File: src/rtl/wdog_pkg.sv
package wdog_pkg;
  localparam int DATA_W = 32;
  localparam int IDX_W  = 3;

  typedef enum logic [IDX_W-1:0] {
    IX_FLAG  = 3'd0,
    IX_RUN   = 3'd1,
    IX_COUNT = 3'd2,
    IX_ACT   = 3'd3,
    IX_CMP   = 3'd4,
    IX_PIN   = 3'd5,
    IX_WIDTH = 3'd6,
    IX_CAUSE = 3'd7
  } reg_idx_e;

  // bit positions inside the action register
  localparam int ACT_IRQ   = 0;
  localparam int ACT_STOP  = 2;
  localparam int ACT_IRST  = 3;
  localparam int ACT_XRST  = 4;
  localparam int ACT_FIRST = 5;
  localparam int ACT_FXRST = 6;

  typedef struct packed {
    logic irq_en;
    logic stop;
    logic int_on;
    logic ext_on;
  } act_cfg_t;

  typedef enum logic [1:0] {
    PIN_KEEP = 2'd0,
    PIN_LOW  = 2'd1,
    PIN_HIGH = 2'd2,
    PIN_FLIP = 2'd3
  } pin_act_e;
endpackage

File: src/rtl/wdog_counter.sv
module wdog_counter #(
  parameter int CNT_W = 32
) (
  input  logic             clk,
  input  logic             rst_n,
  input  logic             tick,
  input  logic             clear,
  input  logic             stop_on_hit,
  input  logic [CNT_W-1:0] cmp_val,
  output logic [CNT_W-1:0] count,
  output logic             hit
);
  localparam logic [CNT_W-1:0] ONE = {{(CNT_W-1){1'b0}}, 1'b1};

  logic [CNT_W-1:0] nxt;

  always_comb begin
    nxt = count + ONE;
    hit = tick && !clear && (nxt == cmp_val);
  end

  always_ff @(posedge clk or negedge rst_n) begin
    if (!rst_n)                count <= '0;
    else if (clear)            count <= '0;
    else if (hit && stop_on_hit) count <= '0;
    else if (tick)             count <= nxt;
  end
endmodule

File: src/rtl/wdog_pulse.sv
module wdog_pulse #(
  parameter int LEN_W = 16
) (
  input  logic             clk,
  input  logic             rst_n,
  input  logic             start,
  input  logic [LEN_W-1:0] len,
  output logic             pulse_n
);
  logic [LEN_W-1:0] left_q;

  always_ff @(posedge clk or negedge rst_n) begin
    if (!rst_n)              left_q <= '0;
    else if (start)          left_q <= len;
    else if (left_q != '0)   left_q <= left_q - {{(LEN_W-1){1'b0}}, 1'b1};
  end

  assign pulse_n = (left_q == '0);
endmodule

File: src/rtl/wdog_timer.sv
module wdog_timer
  import wdog_pkg::*;
#(
  parameter int WIDTH_W = 16
) (
  input  logic              clk,
  input  logic              rst_n,
  input  logic              por_n,
  input  logic              dbg_halt,
  input  logic              bus_wr,
  input  logic [IDX_W-1:0]  bus_addr,
  input  logic [DATA_W-1:0] bus_wdata,
  output logic [DATA_W-1:0] bus_rdata,
  output logic              irq,
  output logic              match_out,
  output logic              int_rst_req,
  output logic              rst_out_n
);
  reg_idx_e idx;
  assign idx = reg_idx_e'(bus_addr);

  logic wr_flag, wr_run, wr_act, wr_cmp, wr_pin, wr_width;
  always_comb begin
    wr_flag  = bus_wr && (idx == IX_FLAG);
    wr_run   = bus_wr && (idx == IX_RUN);
    wr_act   = bus_wr && (idx == IX_ACT);
    wr_cmp   = bus_wr && (idx == IX_CMP);
    wr_pin   = bus_wr && (idx == IX_PIN);
    wr_width = bus_wr && (idx == IX_WIDTH);
  end

  logic               run_q, dbg_en_q, flag_q, pin_q, cause_q, irst_q;
  act_cfg_t           act_q;
  pin_act_e           pin_act_q;
  logic [DATA_W-1:0]  cmp_q;
  logic [WIDTH_W-1:0] width_q;
  logic [DATA_W-1:0]  count;
  logic               hit, tick, clr, int_trig, ext_trig;

  assign tick = run_q && !(dbg_en_q && dbg_halt);
  assign clr  = wr_run && bus_wdata[1];

  wdog_counter #(.CNT_W(DATA_W)) u_count (
    .clk        (clk),
    .rst_n      (rst_n),
    .tick       (tick),
    .clear      (clr),
    .stop_on_hit(act_q.stop),
    .cmp_val    (cmp_q),
    .count      (count),
    .hit        (hit)
  );

  assign int_trig = (hit && act_q.int_on) || (wr_act && bus_wdata[ACT_FIRST]);
  assign ext_trig = (hit && act_q.ext_on) || (wr_act && bus_wdata[ACT_FXRST]);

  wdog_pulse #(.LEN_W(WIDTH_W)) u_pulse (
    .clk    (clk),
    .rst_n  (rst_n),
    .start  (ext_trig),
    .len    (width_q),
    .pulse_n(rst_out_n)
  );

  always_ff @(posedge clk or negedge rst_n) begin
    if (!rst_n) begin
      run_q     <= 1'b0;
      dbg_en_q  <= 1'b0;
      flag_q    <= 1'b0;
      irst_q    <= 1'b0;
      act_q     <= '0;
      pin_q     <= 1'b0;
      pin_act_q <= PIN_KEEP;
      cmp_q     <= '0;
      width_q   <= '0;
    end else begin
      irst_q <= int_trig;

      if (wr_run) begin
        run_q    <= bus_wdata[0] && !bus_wdata[1];
        dbg_en_q <= bus_wdata[2];
      end else if (hit && act_q.stop) begin
        run_q <= 1'b0;
      end

      if (hit)                         flag_q <= 1'b1;
      else if (wr_flag && bus_wdata[0]) flag_q <= 1'b0;

      if (wr_act) begin
        act_q.irq_en <= bus_wdata[ACT_IRQ];
        act_q.stop   <= bus_wdata[ACT_STOP];
        act_q.int_on <= bus_wdata[ACT_IRST];
        act_q.ext_on <= bus_wdata[ACT_XRST];
      end

      if (wr_pin) begin
        pin_q     <= bus_wdata[0];
        pin_act_q <= pin_act_e'(bus_wdata[5:4]);
      end else if (hit) begin
        case (pin_act_q)
          PIN_LOW:  pin_q <= 1'b0;
          PIN_HIGH: pin_q <= 1'b1;
          PIN_FLIP: pin_q <= !pin_q;
          default:  pin_q <= pin_q;
        endcase
      end

      if (wr_cmp)   cmp_q   <= bus_wdata;
      if (wr_width) width_q <= bus_wdata[WIDTH_W-1:0];
    end
  end

  // cleared by power-on only: it must outlive the reset it reports
  always_ff @(posedge clk or negedge por_n) begin
    if (!por_n) cause_q <= 1'b0;
    else if (int_trig || (ext_trig && (width_q != '0))) cause_q <= 1'b1;
  end

  assign irq         = flag_q && act_q.irq_en;
  assign match_out   = pin_q;
  assign int_rst_req = irst_q;

  always_comb begin
    case (idx)
      IX_FLAG:  bus_rdata = DATA_W'(flag_q);
      IX_RUN:   bus_rdata = DATA_W'({dbg_en_q, 1'b0, run_q});
      IX_COUNT: bus_rdata = count;
      IX_ACT:   bus_rdata = DATA_W'({act_q.ext_on, act_q.int_on, act_q.stop, 1'b0, act_q.irq_en});
      IX_CMP:   bus_rdata = cmp_q;
      IX_PIN:   bus_rdata = DATA_W'({pin_act_q, 3'b000, pin_q});
      IX_WIDTH: bus_rdata = DATA_W'(width_q);
      default:  bus_rdata = DATA_W'(cause_q);
    endcase
  end
endmodule

File: config.mk
export PLATFORM = sky130hd
export DESIGN_NAME = wdog_timer
export DESIGN_NICKNAME = d
export VERILOG_FILES = /design/src/rtl/wdog_pkg.sv /design/src/rtl/wdog_counter.sv /design/src/rtl/wdog_pulse.sv /design/src/rtl/wdog_timer.sv
export SDC_FILE = /design/constraint.sdc
export NUM_CORES = 1
export LEC_CHECK = 0
export BUFFER_PORTS_ARGS = -buffer_cell sky130_fd_sc_hd__buf_4
export CAP_MARGIN = 20
export CELL_PAD_IN_SITES_DETAIL_PLACEMENT = 0
export CELL_PAD_IN_SITES_GLOBAL_PLACEMENT = 1
export CORE_ASPECT_RATIO = 1.4
export CORE_UTILIZATION = 46
export CTS_CLUSTER_DIAMETER = 100
export DETAILED_ROUTE_END_ITERATION = 6
export PLACE_DENSITY = 0.87
export REMOVE_ABC_BUFFERS = 1
export SLEW_MARGIN = 20
export SYNTH_ARGS = -nofsm -noshare
export SYNTH_HDL_FRONTEND = slang
export SYNTH_SLANG_ARGS = --single-unit
File: constraint.sdc
create_clock -name clk -period 5.47 [get_ports clk]
set_input_delay 0.2735 -clock clk [delete_from_list [all_inputs] [get_ports clk]]
set_output_delay 0.2735 -clock clk [all_outputs]
set_load 0.005 [all_outputs]
==> flow_metrics.env <==
export IMPL_critical_path_max_stage_delay_ps=740
export IMPL_cp_start_kind="flop"
export IMPL_vdd_ir_drop_worst_mv=0.157
export IMPL_design_core_area_mm2=0.0144
export IMPL_postCtsSetupRepairBufs=0
export IMPL_synth_avg_cell_area_um2=9.51
export IMPL_drt_antenna_violating_nets=0
export IMPL_route_detailed_vias_per_inst=5.73
export IMPL_timing_worst_slew_pin_value_ps=1020
export IMPL_postLayoutCellArea_mm2=0.00780
export IMPL_first_iter_violations=278
export IMPL_final_antenna_diode_count=0
export IMPL_path_cells="ha_1 > nand3_1 > or4_1 > o21ai_2 > nand2_1 > or4b_1 > or4_1 > or4_4 > o22ai_4 > mux2_2"
export IMPL_post_synth_inst_count=717
export IMPL_effective_utilization_at_floorplan_pct=47.2
export IMPL_mostFrequentLayoutCells="sky130_fd_sc_hd__dfrtp_1, sky130_fd_sc_hd__nor2_1, sky130_fd_sc_hd__buf_4"
export IMPL_violations="hold timing"
export IMPL_worst_ep_required_time_ps=5710
export IMPL_setup_violations=0
export IMPL_fmax_ghz=0.221
export IMPL_finalHoldViolCount=31
export IMPL_wl_per_cell_um=18.5
export IMPL_cts_path_max_buffers=2
export IMPL_finalWorstPathRequiredPeriod_ps=4520
export IMPL_crit_start="u_count.count[0]"
export IMPL_fin_setup_tns_ps=0
export IMPL_area_delta_synth_final_pct=14.4
export IMPL_vias=5496
export IMPL_setup_worst_path_class="flop to flop"
export IMPL_tritoncts_num_sinks=108
export IMPL_setup_worst_path_end_class="flop"
export IMPL_yosysSeqAreaShare_pct=39.6
export IMPL_antenna_violations_before_repair=0
export IMPL_rows=52
export IMPL_synth_edff_count=0
export IMPL_post_route_cells_drive_above_1_share_pct=24.7
export IMPL_clock_tree_root_cell="sky130_fd_sc_hd__clkbuf_16"
export IMPL_grt_ovfl_total=0
export IMPL_synthArstFlopShare_pct=100
export IMPL_r2r_cells=10
export IMPL_place_congestion=0.912
export IMPL_num_io_pins=76
export IMPL_crit_arrival_ps=4760
export IMPL_finalClockSkew_ps=11.5
export IMPL_synth_ff_latch_count=108
export IMPL_slew_violations=0
export IMPL_critical_path_max_fanout=16
export IMPL_post_dp_hpwl_um=13300
export IMPL_synth_area_mm2=0.00682
export IMPL_cap_violations=0
export IMPL_cts_inserted_buffers=9
export IMPL_htreeDepth=3
export IMPL_wirelength_um=17700
export IMPL_dpl_cell_area_mm2=0.00749
export IMPL_static_leakage_power_nw=3.27
export IMPL_crit_path_top_delay_cell="sky130_fd_sc_hd__or4_1"
export IMPL_fin_hold_ws_ps=-26.4
export IMPL_filler_cells_inserted=1337
export IMPL_grt_first_pass_wirelength_um=29000
export IMPL_clock_latency_ps=360
export IMPL_cts_hold_buffers_added=1
export IMPL_yosysUniqueCellTypes=54
export IMPL_global_route_usage_total_pct=24.0
export IMPL_timing_slew_headroom_pct=31.4
export IMPL_reg2reg_from="u_count.count[0]"
export IMPL_cellPowerDensity_mw_per_mm2=331
export IMPL_die_height_um=146
export IMPL_reg2reg_slack_ps=950
export IMPL_die_x_um=105
export IMPL_period_share_pct=82.7
export IMPL_synth_warning_count=0
export IMPL_worst_r2r_endpoint="u_pulse.left_q[13]"
export IMPL_ys_flop_type="sky130_fd_sc_hd__dfrtp_1"
export IMPL_drc_errors=0
export IMPL_number_of_global_route_vias_before_repair=5578
export IMPL_port_buffers=75
export IMPL_rsz_0062_raised_after_global_routing="false"
export IMPL_cts_resized=0
export IMPL_mostFrequentLayoutCell="sky130_fd_sc_hd__dfrtp_1"
export IMPL_grt_max_degree=58
export IMPL_dieArea_mm2=0.0153
export IMPL_path_common_cell="sky130_fd_sc_hd__or4_1"
export IMPL_nets=809
export IMPL_clk_pin_slew_ps=70
export IMPL_timing_hold_worst_class="input port to async pin"
export IMPL_run_status="complete, but fails checks"
export IMPL_detailedRoute_firstPassIterationCount=5
export IMPL_setup_worst_path_end="u_pulse.left_q[13]"
export IMPL_cts_tree="built"
[worst min-delay path by stage]
stage          startpoint                 to  slack (ps)  cells after the start
6_report            rst_n          cmp_q[31]         -30                      1
5_1_grt             rst_n  u_count.count[25]          40                      1
4_1_cts             rst_n           cmp_q[0]          20                      1
3_5_place_dp        por_n            cause_q          60                      1
3_3_place_gp        por_n            cause_q          50                      1
2_1_floorplan       rst_n           act_q[0]         -20                      0
[cells by family after synthesis]
| logic type | Yosys count | share of synthesized area [%] |
|---|---|---|
| multiplexers | 90 | 15.2 |
| XOR/XNOR | 91 | 11.7 |
| AND/OR/NAND/NOR | 281 | 20.8 |
| flip-flops | 108 | 39.6 |
| AO/OA/AOI/OAI | 82 | 8.25 |
| buffers and inverters | 61 | 3.71 |
| adder cells (fa/ha/maj) | 4 | 0.734 |
[registers in the layout, summed over array words and instances, names as in the netlist]
| register | flops |
|---|---|
| cause_q | 1 |
| dbg_en_q | 1 |
| match_out | 1 |
| u_count.count | 32 |
| int_rst_req | 1 |
| cmp_q | 32 |
| pin_act_q | 2 |
| act_q | 4 |
| flag_q | 1 |
| u_pulse.left_q | 16 |
| run_q | 1 |
| width_q | 16 |
[synth_stat cells, drive strengths merged, types with 2 or more instances]
cell | number | area (um2)
a21boi | 2 | 15.0
a21oi | 17 | 85.1
a221o | 2 | 20.0
a22o | 18 | 158
a22oi | 6 | 45.0
a31oi | 5 | 31.3
and2 | 3 | 18.8
and3 | 3 | 18.8
and3b | 2 | 17.5
and4 | 3 | 26.3
buf | 19 | 95.1
clkbuf | 28 | 105
dfrtp | 108 | 2700
ha | 4 | 50.1
inv | 14 | 52.6
mux2 | 80 | 938
mux2i | 10 | 100
nand2 | 54 | 203
nand2b | 2 | 12.5
nand3 | 27 | 140
nand3b | 11 | 82.6
nand4 | 17 | 106
nand4b | 2 | 17.5
nor2 | 91 | 342
nor2b | 6 | 37.5
nor3 | 18 | 90.1
nor3b | 5 | 37.5
nor4 | 15 | 100
o21ai | 21 | 109
o22ai | 2 | 26.3
o31ai | 3 | 22.5
or3 | 10 | 62.6
or4 | 7 | 56.3
or4b | 3 | 30.0
xnor2 | 55 | 482
xor2 | 36 | 315
[report_power, final]
group | leakage (nW) | switching, mW | total (mW) | internal, mW
Combinational | 1.76 | 0.335 | 0.748 | 0.413
Sequential | 1.36 | 0.197 | 1.16 | 0.965
Clock | 0.145 | 0.314 | 0.675 | 0.361
Total | 3.27 | 0.847 | 2.59 | 1.74
[area by class of cell]
class                      instances  area (um2)  area share (%)
inverter                          14        52.6           0.673
clock inverter                     6        71.3           0.914
multi-input combinational        548        3880            49.7
tap                              189         236            3.03
timing repair buffer              84         633            8.11
clock buffer                      10         229            2.93
sequential                       108        2700            34.6
[through the flow]
step | hold WS [ps] | total power [mW] | worst slack, ps | utilization (%) | instances
global route | 42.8 | 2.73 | 694 | 54.0 | 959
detailed placement | 55.9 | 1.92 | 941 | 51.9 | 942
global placement | 54.3 | 1.89 | 1060 | 51.9 | 942
floorplan | -22.1 | 1.67 | 943 | - | 670
CTS | 15.7 | 2.60 | 919 | 54.0 | 959
finish | -26.4 | 2.59 | 946 | 54.0 | 959
[worst max-delay path, delay by kind of cell (launching register included)]
family	cells	cell delay, ps
DFF	1	490
and+or+nand+nor	6	2500
adders and majority gates	1	270
AOI/OAI and AO/OA	2	750
muxes	1	410
[layer usage]
| metal | global-route usage [%] | part of all wire, % | routed length (um) | up-vias |
|---|---|---|---|---|
| li1 | - | - | - | 2614 |
| met1 | 28.2 | 40 | 7150 | 2743 |
| met2 | 45.3 | 55 | 9700 | 115 |
| met3 | 2.59 | 2.7 | 478 | 24 |
| met4 | 7.68 | 2.4 | 421 | 0 |
| met5 | 0 | 0 | 0 | - |
Note: power is estimated with default switching activity, not from simulation.
